### src/rtl/wecc_pkg.sv
package wecc_pkg;
  localparam int unsigned DATA_W   = 32;
  localparam int unsigned HAM_W    = 6;
  localparam int unsigned CODE_LEN = DATA_W + HAM_W;

  typedef enum logic [2:0] {ST_IDLE, ST_RD, ST_WR, ST_EVAL, ST_RESP} state_t;
  typedef enum logic [1:0] {OP_READ, OP_WRITE, OP_SCRUB} op_t;

  // Codeword position of data bit k: positions 1..CODE_LEN skipping powers of two.
  function automatic logic [HAM_W-1:0] data_pos(input int k);
    int seen;
    logic [HAM_W-1:0] res;
    seen = 0;
    res  = '0;
    for (int p = 1; p <= CODE_LEN; p++) begin
      if ((p & (p - 1)) != 0) begin
        if (seen == k) res = HAM_W'(p);
        seen++;
      end
    end
    return res;
  endfunction

  // Hamming check bits: XOR of the positions of all set data bits.
  function automatic logic [HAM_W-1:0] ham_bits(input logic [DATA_W-1:0] d);
    logic [HAM_W-1:0] h;
    h = '0;
    for (int k = 0; k < DATA_W; k++) begin
      if (d[k]) h = h ^ data_pos(k);
    end
    return h;
  endfunction
endpackage

### src/rtl/wecc_codec.sv
module wecc_codec
  import wecc_pkg::*;
(
  input  logic [DATA_W-1:0] enc_data,
  output logic [7:0]        enc_chk,
  input  logic [DATA_W-1:0] dec_data,
  input  logic [HAM_W:0]    dec_chk,
  output logic [DATA_W-1:0] fix_data,
  output logic              err_single,
  output logic              err_double
);
  logic [HAM_W-1:0]  enc_h;
  logic [HAM_W-1:0]  syn;
  logic              par;
  logic [DATA_W-1:0] flip;

  assign enc_h   = ham_bits(enc_data);
  assign enc_chk = {1'b0, ^{enc_data, enc_h}, enc_h};

  assign syn = ham_bits(dec_data) ^ dec_chk[HAM_W-1:0];
  assign par = ^{dec_data, dec_chk};

  generate
    for (genvar k = 0; k < DATA_W; k++) begin : g_fix
      assign flip[k] = par && (syn == data_pos(k));
    end
  endgenerate

  assign fix_data   = dec_data ^ flip;
  assign err_single = par && (int'(syn) <= CODE_LEN);
  assign err_double = (!par && (syn != '0)) || (par && (int'(syn) > CODE_LEN));
endmodule

### src/rtl/wecc_err_log.sv
module wecc_err_log #(
  parameter int unsigned CNT_W = 8,
  parameter int unsigned WA_W  = 8
) (
  input  logic            clk,
  input  logic            rst_n,
  input  logic            hit_corr,
  input  logic            hit_unc,
  input  logic [WA_W-1:0] hit_addr,
  output logic [CNT_W-1:0] cnt_corr,
  output logic [CNT_W-1:0] cnt_unc,
  output logic [WA_W-1:0]  last_unc_addr
);
  logic [CNT_W-1:0] corr_q, corr_d, unc_q, unc_d;
  logic [WA_W-1:0]  last_q;

  always_comb begin
    corr_d = (corr_q == '1) ? corr_q : corr_q + 1'b1;
    unc_d  = (unc_q == '1) ? unc_q : unc_q + 1'b1;
  end

  always_ff @(posedge clk or negedge rst_n) begin
    if (!rst_n) begin
      corr_q <= '0;
      unc_q  <= '0;
      last_q <= '0;
    end else begin
      if (hit_corr) corr_q <= corr_d;
      if (hit_unc) begin
        unc_q  <= unc_d;
        last_q <= hit_addr;
      end
    end
  end

  assign cnt_corr      = corr_q;
  assign cnt_unc       = unc_q;
  assign last_unc_addr = last_q;

  p_corr_sat_r8: assert property (@(posedge clk) disable iff (!rst_n)
    (cnt_corr == '1) |=> (cnt_corr == '1));
  p_unc_step_r8: assert property (@(posedge clk) disable iff (!rst_n)
    (hit_unc && cnt_unc != '1) |=> (cnt_unc == $past(cnt_unc) + 1'b1));
  p_last_addr_r9: assert property (@(posedge clk) disable iff (!rst_n)
    hit_unc |=> (last_unc_addr == $past(hit_addr)));
endmodule

### src/rtl/wecc_scrub_ctrl.sv
module wecc_scrub_ctrl
  import wecc_pkg::*;
#(
  parameter int unsigned ADDR_W = 10,
  parameter int unsigned CNT_W  = 8
) (
  input  logic                clk,
  input  logic                rst_n,
  input  logic                ecc_en,
  input  logic                scrub_en,
  input  logic                cl_req,
  input  logic                cl_we,
  input  logic [ADDR_W-3:0]   cl_addr,
  input  logic [DATA_W-1:0]   cl_wdata,
  output logic                cl_ack,
  output logic [DATA_W-1:0]   cl_rdata,
  output logic                cl_corr,
  output logic                cl_unc,
  output logic                mem_req,
  output logic                mem_we,
  output logic [ADDR_W-1:0]   mem_addr,
  output logic [7:0]          mem_wdata,
  input  logic [7:0]          mem_rdata,
  input  logic                mem_rdy,
  output logic [CNT_W-1:0]    cnt_corr,
  output logic [CNT_W-1:0]    cnt_unc,
  output logic [ADDR_W-3:0]   last_unc_addr
);
  localparam int unsigned WA_W       = ADDR_W - 2;
  localparam int unsigned QBASE      = 3 << (ADDR_W - 2);
  localparam int unsigned DATA_WORDS = QBASE / 4;

  // reset: asynchronous assert, synchronous release
  logic [1:0] rst_pipe;
  logic       rst_ni;
  always_ff @(posedge clk or negedge rst_n) begin
    if (!rst_n) rst_pipe <= '0;
    else        rst_pipe <= {rst_pipe[0], 1'b1};
  end
  assign rst_ni = rst_pipe[1];

  state_t            state_q, state_d;
  op_t               op_q, op_d;
  logic              ecc_q, ecc_d;
  logic [WA_W-1:0]   waddr_q, waddr_d, scrub_q, scrub_d;
  logic [2:0]        bcnt_q, bcnt_d;
  logic [DATA_W-1:0] data_q, data_d, rdata_q, rdata_d;
  logic [HAM_W:0]    chk_q, chk_d;
  logic              corr_q, corr_d, unc_q, unc_d;
  logic              log_corr, log_unc, last_beat, chk_beat;

  logic [7:0]        enc_chk;
  logic [DATA_W-1:0] fix_data;
  logic              err_single, err_double;

  wecc_codec u_codec (
    .enc_data  (data_q),
    .enc_chk   (enc_chk),
    .dec_data  (data_q),
    .dec_chk   (chk_q),
    .fix_data  (fix_data),
    .err_single(err_single),
    .err_double(err_double)
  );

  wecc_err_log #(.CNT_W(CNT_W), .WA_W(WA_W)) u_log (
    .clk          (clk),
    .rst_n        (rst_ni),
    .hit_corr     (log_corr),
    .hit_unc      (log_unc),
    .hit_addr     (waddr_q),
    .cnt_corr     (cnt_corr),
    .cnt_unc      (cnt_unc),
    .last_unc_addr(last_unc_addr)
  );

  assign chk_beat  = (bcnt_q == 3'd4);
  assign last_beat = chk_beat || ((bcnt_q == 3'd3) && !ecc_q);

  always_comb begin
    state_d  = state_q;  op_d    = op_q;    ecc_d   = ecc_q;
    waddr_d  = waddr_q;  scrub_d = scrub_q; bcnt_d  = bcnt_q;
    data_d   = data_q;   chk_d   = chk_q;   rdata_d = rdata_q;
    corr_d   = corr_q;   unc_d   = unc_q;
    log_corr = 1'b0;     log_unc = 1'b0;
    unique case (state_q)
      ST_IDLE: begin
        bcnt_d = '0;
        if (cl_req) begin
          op_d    = cl_we ? OP_WRITE : OP_READ;
          ecc_d   = ecc_en;
          waddr_d = cl_addr;
          data_d  = cl_wdata;
          state_d = cl_we ? ST_WR : ST_RD;
        end else if (ecc_en && scrub_en) begin
          op_d    = OP_SCRUB;
          ecc_d   = 1'b1;
          waddr_d = scrub_q;
          state_d = ST_RD;
        end
      end
      ST_RD: begin
        if (mem_rdy) begin
          if (chk_beat) chk_d = mem_rdata[HAM_W:0];
          else          data_d[8*bcnt_q[1:0] +: 8] = mem_rdata;
          bcnt_d = bcnt_q + 3'd1;
          if (last_beat) begin
            if (ecc_q) state_d = ST_EVAL;
            else begin
              rdata_d = data_d;
              corr_d  = 1'b0;
              unc_d   = 1'b0;
              state_d = ST_RESP;
            end
          end
        end
      end
      ST_WR: begin
        if (mem_rdy) begin
          bcnt_d = bcnt_q + 3'd1;
          if (last_beat) begin
            corr_d  = (op_q == OP_SCRUB) ? corr_q : 1'b0;
            unc_d   = (op_q == OP_SCRUB) ? unc_q : 1'b0;
            state_d = (op_q == OP_SCRUB) ? ST_IDLE : ST_RESP;
          end
        end
      end
      ST_EVAL: begin
        log_corr = err_single;
        log_unc  = err_double;
        if (op_q == OP_SCRUB) begin
          scrub_d = (scrub_q == WA_W'(DATA_WORDS - 1)) ? '0 : scrub_q + 1'b1;
          if (err_single) begin
            data_d  = fix_data;
            bcnt_d  = '0;
            state_d = ST_WR;
          end else begin
            state_d = ST_IDLE;
          end
        end else begin
          rdata_d = err_double ? data_q : fix_data;
          corr_d  = err_single;
          unc_d   = err_double;
          state_d = ST_RESP;
        end
      end
      ST_RESP: state_d = ST_IDLE;
      default: state_d = ST_IDLE;
    endcase
  end

  always_ff @(posedge clk or negedge rst_ni) begin
    if (!rst_ni) begin
      state_q <= ST_IDLE;  op_q    <= OP_READ; ecc_q   <= 1'b0;
      waddr_q <= '0;       scrub_q <= '0;      bcnt_q  <= '0;
      data_q  <= '0;       chk_q   <= '0;      rdata_q <= '0;
      corr_q  <= 1'b0;     unc_q   <= 1'b0;
    end else begin
      state_q <= state_d;  op_q    <= op_d;    ecc_q   <= ecc_d;
      waddr_q <= waddr_d;  scrub_q <= scrub_d; bcnt_q  <= bcnt_d;
      data_q  <= data_d;   chk_q   <= chk_d;   rdata_q <= rdata_d;
      corr_q  <= corr_d;   unc_q   <= unc_d;
    end
  end

  assign mem_req   = (state_q == ST_RD) || (state_q == ST_WR);
  assign mem_we    = (state_q == ST_WR);
  assign mem_addr  = chk_beat ? (ADDR_W'(QBASE) + ADDR_W'(waddr_q)) : {waddr_q, bcnt_q[1:0]};
  assign mem_wdata = chk_beat ? enc_chk : data_q[8*bcnt_q[1:0] +: 8];
  assign cl_ack    = (state_q == ST_RESP);
  assign cl_rdata  = rdata_q;
  assign cl_corr   = corr_q;
  assign cl_unc    = unc_q;

  p_hold_r10: assert property (@(posedge clk) disable iff (!rst_ni)
    (mem_req && !mem_rdy) |=> (mem_req && $stable(mem_we) && $stable(mem_addr) && $stable(mem_wdata)));
  p_ack_pulse_r11: assert property (@(posedge clk) disable iff (!rst_ni)
    cl_ack |=> !cl_ack);
  p_chk_quarter_r5: assert property (@(posedge clk) disable iff (!rst_ni)
    (mem_req && (int'(mem_addr) >= QBASE)) |-> ecc_q);
  p_client_first_r7: assert property (@(posedge clk) disable iff (!rst_ni)
    ((state_q == ST_IDLE) && cl_req) |=> (op_q != OP_SCRUB));
  p_scrub_range_r6: assert property (@(posedge clk) disable iff (!rst_ni)
    int'(scrub_q) < DATA_WORDS);
endmodule

### config.mk
export PLATFORM = sky130hd
export DESIGN_NAME = wecc_scrub_ctrl
export DESIGN_NICKNAME = d
export VERILOG_FILES = /design/src/rtl/wecc_pkg.sv /design/src/rtl/wecc_codec.sv /design/src/rtl/wecc_err_log.sv /design/src/rtl/wecc_scrub_ctrl.sv
export SDC_FILE = /design/constraint.sdc
export NUM_CORES = 1
export LEC_CHECK = 0
export ABC_AREA = 1
export CAP_MARGIN = 25
export CELL_PAD_IN_SITES_DETAIL_PLACEMENT = 1
export CELL_PAD_IN_SITES_GLOBAL_PLACEMENT = 1
export CORE_ASPECT_RATIO = 2
export CORE_MARGIN = 4
export CORE_UTILIZATION = 45
export DETAILED_ROUTE_END_ITERATION = 16
export DONT_BUFFER_PORTS = 1
export PLACE_DENSITY = 0.89
export SYNTH_ARGS = -nofsm -noshare
export SYNTH_HDL_FRONTEND = slang
export SYNTH_HIERARCHICAL = 1
export SYNTH_SLANG_ARGS = --single-unit
### constraint.sdc
create_clock -name clk -period 5.03 [get_ports clk]
set_input_delay 0.2515 -clock clk [delete_from_list [all_inputs] [get_ports clk]]
set_output_delay 0.2515 -clock clk [all_outputs]
set_load 0.1 [all_outputs]
==> qor.csv, run 1 <==
metric,value,unit
status,"finished, final reports clean",
rsz0062_at_grt,no,
tns,0,ns
tightestPinTransition,1.06,ns
rr_worst_depth,24,
hold_viol_final,0,
dp_cells,2423,
viasPerCell,5.84,
layout_setup_ws,0.489,ns
holdPathStages,2,
syn_area_per_cell,5.70,um2
hp-class,input pin to register,
first_pass_iters,5,
dp_slack,0.725,ns
io-pin-count,134,
cts_setup_buffers,0,
h-tree-depth,4,
grt_pass1_wl,86600,um
worst_setup_path_end_kind,register,
slowest_stage,dfrtp_1,
coreArea,0.0262,mm2
drt_wl_total,58200,um
drtIter0Drc,1030,
worstReg2RegStart,data_q[25]$_DFFE_PN0P_,
synth-warning-count,6,
cts_sinks,124,
grt_pass1_vias,15340,
fin_util,50.4,%
hold_start,mem_rdata[0],
synth_cell_types,42,
crit_fanout,16,
fin_crit_sh,90.3,%
synth-seq-cells,124,
max-slew-margin-rel,29.1,%
die_width,123,um
nets,2172,
vias,14432,
grt_antenna_before_repair,3,
max_stage_delay,0.94,ns
grt_max_degree,69,
overflow,0,
drc,0,
die_area,0.0293,mm2
clock-root-buffer,clkbuf_16,
report.final.slew_viol_count,0,
setup_viol,0,
arrival,4.86,ns
drive_gt1_share,9.24,%
insertion_delay,0.45,ns
antenna_left,0,
yosysSeqAreaShare,26.0,%
gp_congestion,1.04,
start_kind,register,
async_flop_share,100,%
path_clk_slew,0.06,ns
synthToLayoutAreaGrowth,10.7,%
syn_area,0.0119,mm2
hpwl,44600,um
portBuffers,0,
cts_made_buffers,17,
synthCells,2089,
syn-num-nets,2153,
post_cts_resized,0,
synth-edff-count,0,
mostFrequentLayoutCell,nand2_1,
cts_tree,built,
start_util,45.5,%
yosys_most_used_dff,dfrtp_1,
max_freq,0.220,GHz
cts_max_path_buffers,2,
finClkSkew,0.0157,ns
num_rows,84,
grt_usage,39.8,%
layout_common_cells,"nand2_1, inv_1, nand3_1, nor2_1, dfrtp_1",
crit_top_cell,nand2_1,
critical_path_class,register to register,
routedWlPerCell,23.5,um
die_y,238,um
r2r_end,u_log/cnt_unc[4]$_DFFE_PN0P_,
required,5.35,ns
fin_cells,2473,
maxCapViolations,0,
reg2reg_slack,0.49,ns
holdBufCountCts,10,
path_cells,inv_2 > nand2_1 > nand2_1 > xnor2_1 > xnor2_1 > inv_1 > nand2_1 > nand2_1 > nand2_1 > nand2_4 > nor2_4 > nand2_2 > nand2_2 > nor2_1 > buf_4 > inv_1 > nor2_1 > buf_4 > inv_2 > nor2_2 > inv_1 > nor2_1 > nor2_1 > nand2_1,
fin_crit,4.54,ns
holdPathEnd,chk_q[0]$_DFFE_PN0P_,
==> Yosys cell counts (3+ instances only) <==
library cell  number  area share (%)
nand2_1         1007              32
inv_1            225             7.1
nand3_1          156             6.6
nor2_1           134             4.2
dfrtp_1          124              26
o21ai_0          104             4.4
a21oi_1           29             1.2
xor2_1            29             2.1
clkbuf_1          26            0.82
xnor2_1           25             1.8
nand2_2           21             1.1
inv_2             20            0.63
buf_2             18            0.76
nand4_1           18            0.94
buf_4             16             1.0
nand3b_1          16             1.0
nor2_4            16             1.5
o211ai_1          16             1.0
nor2_2            12            0.63
o21ai_1           12            0.50
and2_1             9            0.47
ha_1               9            0.94
nand2_4            8            0.76
a31oi_1            5            0.26
buf_6              5            0.47
nor3_1             4            0.17
o221ai_1           3            0.22
or2_2              3            0.16
==> through the flow <==
stage	hold WS, ns	area (um2)
3_5_place_dp	-0.0440	12500
4_1_cts	0.00310	13200
6_report	0.0250	13200
2_1_floorplan	-0.0441	11900
3_3_place_gp	-0.0440	12500
5_1_grt	0.0399	13200
==> per-layer routing <==
metal | GRT usage, % | share of wire, %
met1 | 36.4 | 31
met2 | 69.1 | 49
met3 | 7.87 | 6.3
met4 | 40.7 | 13
met5 | 0 | 0
==> logic make-up after synthesis <==
| logic type | synth area share [%] |
|---|---|
| AOI/OAI and AO/OA | 8.01 |
| xor gates and xnor gates | 4.10 |
| adders and majority gates | 0.945 |
| buffers and inverters | 10.9 |
| DFF | 26.0 |
| other | 0.0630 |
| and+or+nand+nor | 49.9 |
==> state kept, by name (all words and copies together), names as in the netlist <==
register             cells
ecc_q                    1
scrub_q                  8
waddr_q                  8
bcnt_q                   3
state_q                  3
chk_q                    7
cl_corr                  1
u_log/cnt_corr           8
cl_rdata                32
u_log/cnt_unc            8
op_q                     2
u_log/last_unc_addr      8
cl_unc                   1
data_q                  32
rst_pipe                 2
==> worst max path at each step <==
stage	from	to	slack, ns	cells past startpoint
2_1_floorplan	rst_pipe[1]$_DFF_PN0_	bcnt_q[0]$_DFFE_PN0P_	1.32	0
3_3_place_gp	data_q[25]$_DFFE_PN0P_	u_log/cnt_unc[4]$_DFFE_PN0P_	0.90	24
3_5_place_dp	data_q[25]$_DFFE_PN0P_	u_log/cnt_unc[4]$_DFFE_PN0P_	0.73	22
4_1_cts	data_q[25]$_DFFE_PN0P_	u_log/cnt_unc[4]$_DFFE_PN0P_	0.67	22
5_1_grt	data_q[6]$_DFFE_PN0P_	u_log/cnt_unc[4]$_DFFE_PN0P_	0.32	27
6_report	data_q[25]$_DFFE_PN0P_	u_log/cnt_unc[4]$_DFFE_PN0P_	0.49	24
==> critical path: cells and delay by family, from the launching register on <==
family / cells / cell delay (ns)
simple gates: 15 / 1.69
xor+xnor: 2 / 0.41
buf+inv: 7 / 1.35
flops: 1 / 0.94
==> final cells by class <==
cell class | instances | area (um2)
multi-input combinational | 1651 | 7600
fill | 3765 | 13000
timing repair buffer | 66 | 541
tap | 344 | 430
sequential | 124 | 3110
antenna | 8 | 20.0
clock inverter | 13 | 118
clock buffer | 19 | 443
inverter | 248 | 933
Power of run 1 is left out: the tool's default activity adds up to more than one toggle a clock period on the data nets, which glitch-free logic cannot reach.
==> inputs of run 2 (changes only) <==
- CORE_UTILIZATION: 45 -> 48
- PLACE_DENSITY: 0.89 -> 0.94
- clock period: 5.03 -> 5.5 ns (I/O delays scaled with it)
==> run 2 against run 1 <==
Sequential share of layout area up 0.21 points. Non-clock buffer count down 18. Core utilization up 3.1 points. Clock-buffer cell count unchanged. Sequential cell count unchanged. Worst hold slack worse by 0.0070 ns. First-iteration DRC count down 3.3%. Setup slack better by 0.66 ns. Final cell count down 1.5%. Global-route usage up 3.0 points. Clock skew down 0.0031 ns.
==> qor.csv, run 2 (synthesized netlist as in run 1, its figures left out) <==
metric,value,unit,change
status,"finished, final reports clean",,
vias,14694,,+1.8%
post_cts_resized,0,,unchanged
clock-root-buffer,clkbuf_16,,
tns,0,ns,unchanged
drt_wl_total,58900,um,+1.2%
first_pass_iters,5,,unchanged
grt_usage,42.8,%,+3.0 points
tightestPinTransition,1.09,ns,+0.0262 ns
grt_pass1_wl,89900,um,+3.7%
path_clk_slew,0.07,ns,about the same
report.final.slew_viol_count,0,,unchanged
layout_common_cells,"nand2_1, inv_1, nand3_1, nor2_1, dfrtp_1",,
fin_crit_sh,79.0,%,-11 points
worst_setup_path_end_kind,register,,
gp_congestion,1.07,,+2.5%
drtIter0Drc,996,,-3.3%
coreArea,0.0244,mm2,-6.7%
die_area,0.0276,mm2,-5.9%
antenna_left,0,,unchanged
num_rows,81,,-3.6%
hp-class,input pin to register,,
routedWlPerCell,24.2,um,+2.8%
viasPerCell,6.03,,+3.4%
drive_gt1_share,8.80,%,-0.44 points
cp_top_family,simple AND/OR/NAND/NOR gates,,
portBuffers,0,,unchanged
required,5.84,ns,+0.49 ns
maxCapViolations,0,,unchanged
slowest_stage,dfrtp_1,,
start_kind,register,,
critical_path_class,register to register,,
die_width,119,um,-3.0%
io-pin-count,134,,unchanged
setup_viol,0,,unchanged
drc,0,,unchanged
max_stage_delay,0.75,ns,-0.19 ns
rsz0062_at_grt,no,,
die_y,231,um,-3.1%
hpwl,43600,um,-2.2%
max-slew-margin-rel,27.4,%,-1.8 points
overflow,0,,unchanged
nets,2154,,-0.83%
insertion_delay,0.46,ns,about the same
hold_viol_final,0,,unchanged
cts_made_buffers,17,,unchanged
critical_path_buf_inv_count,5,,-2
diodes,0,,-8
synthToLayoutAreaGrowth,9.68,%,
cts_tree,built,,
crit_fanout,26,,+10
grt_pass1_vias,15986,,+4.2%
grt_max_degree,68,,-1.4%
arrival,4.68,ns,-0.18 ns
cts_max_path_buffers,2,,unchanged
cts_sinks,124,,unchanged
crit_top_cell,nand2_1,,
max_freq,0.230,GHz,+4.5%
mostFrequentLayoutCell,nand2_1,,
finClkSkew,0.0126,ns,-0.00306 ns
start_util,48.8,%,+3.3 points
fin_crit,4.35,ns,-0.195 ns
grt_antenna_before_repair,0,,-3
h-tree-depth,4,,unchanged
run 2: changes by cell type in the layout (fill, tap and decap cells not counted):
cell,change
buf_4,-14
diode_2,-8
dlygate4sd3_1,-6
inv_6,+5
clkinv_2,-3
clkinv_4,-3
buf_16,+1
buf_6,+1
bufinv_16,+1
clkbuf_1,-1
clkbuf_8,+1
run 2: cell type report:
class / count / area (um2)
sequential: 124 / 3110
inverter: 248 / 933
fill: 3512 / 11400
clock inverter: 13 / 150
timing repair buffer: 48 / 414
multi-input combinational: 1651 / 7600
tap: 332 / 415
clock buffer: 19 / 453
run 2: routing by layer:
| layer | vias to the layer above | wire length, um | track usage [%] | share of wire, % |
|---|---|---|---|---|
| met1 | 7007 | 18200 | 39.2 | 31 |
| met3 | 417 | 4340 | 10.7 | 7.4 |
| met2 | 841 | 28800 | 73.7 | 49 |
| met5 | - | 0 | 0 | 0 |
| met4 | 0 | 7550 | 43.8 | 13 |
| li1 | 6429 | - | - | - |
run 2: worst paths after layout:
check,start,endpoint,slack (ns),depth (start not counted)
worst min register to register,rst_pipe[0]$_DFF_PN0_,rst_pipe[1]$_DFF_PN0_,0.35,0
min in group asynchronous,rst_n,rst_pipe[0]$_DFF_PN0_,0.04,1
worst max-delay path,data_q[23]$_DFFE_PN0P_,cl_rdata[25]$_DFFE_PN0P_,1.15,25
max in group asynchronous,rst_pipe[1]$_DFF_PN0_,cl_rdata[0]$_DFFE_PN0P_,3.59,1
worst max register to register,data_q[23]$_DFFE_PN0P_,cl_rdata[25]$_DFFE_PN0P_,1.15,25
worst min-delay path,mem_rdata[4],chk_q[4]$_DFFE_PN0P_,0.02,2
run 2: what timing repair did:
action	in CTS	in global routing
hold endpoints to repair	5	0
setup buffers	0	0
hold buffers	4	0
run 2: stage by stage:
step / cell area (um2) / setup slack [ns] / hold WS (ns) / instances / util (%)
4_1_cts: 13100 / 1.36 / 0.00119 / 2434 / 53.5
5_1_grt: 13100 / 0.964 / 0.0228 / 2435 / 53.5
6_report: 13100 / 1.15 / 0.0180 / 2435 / 53.5
2_1_floorplan: 11900 / 1.79 / -0.0206 / 2089 / -
3_3_place_gp: 12400 / 1.50 / -0.0205 / 2396 / 50.7
3_5_place_dp: 12400 / 1.41 / -0.0205 / 2398 / 50.8
Power of run 2 is left out for the same reason.
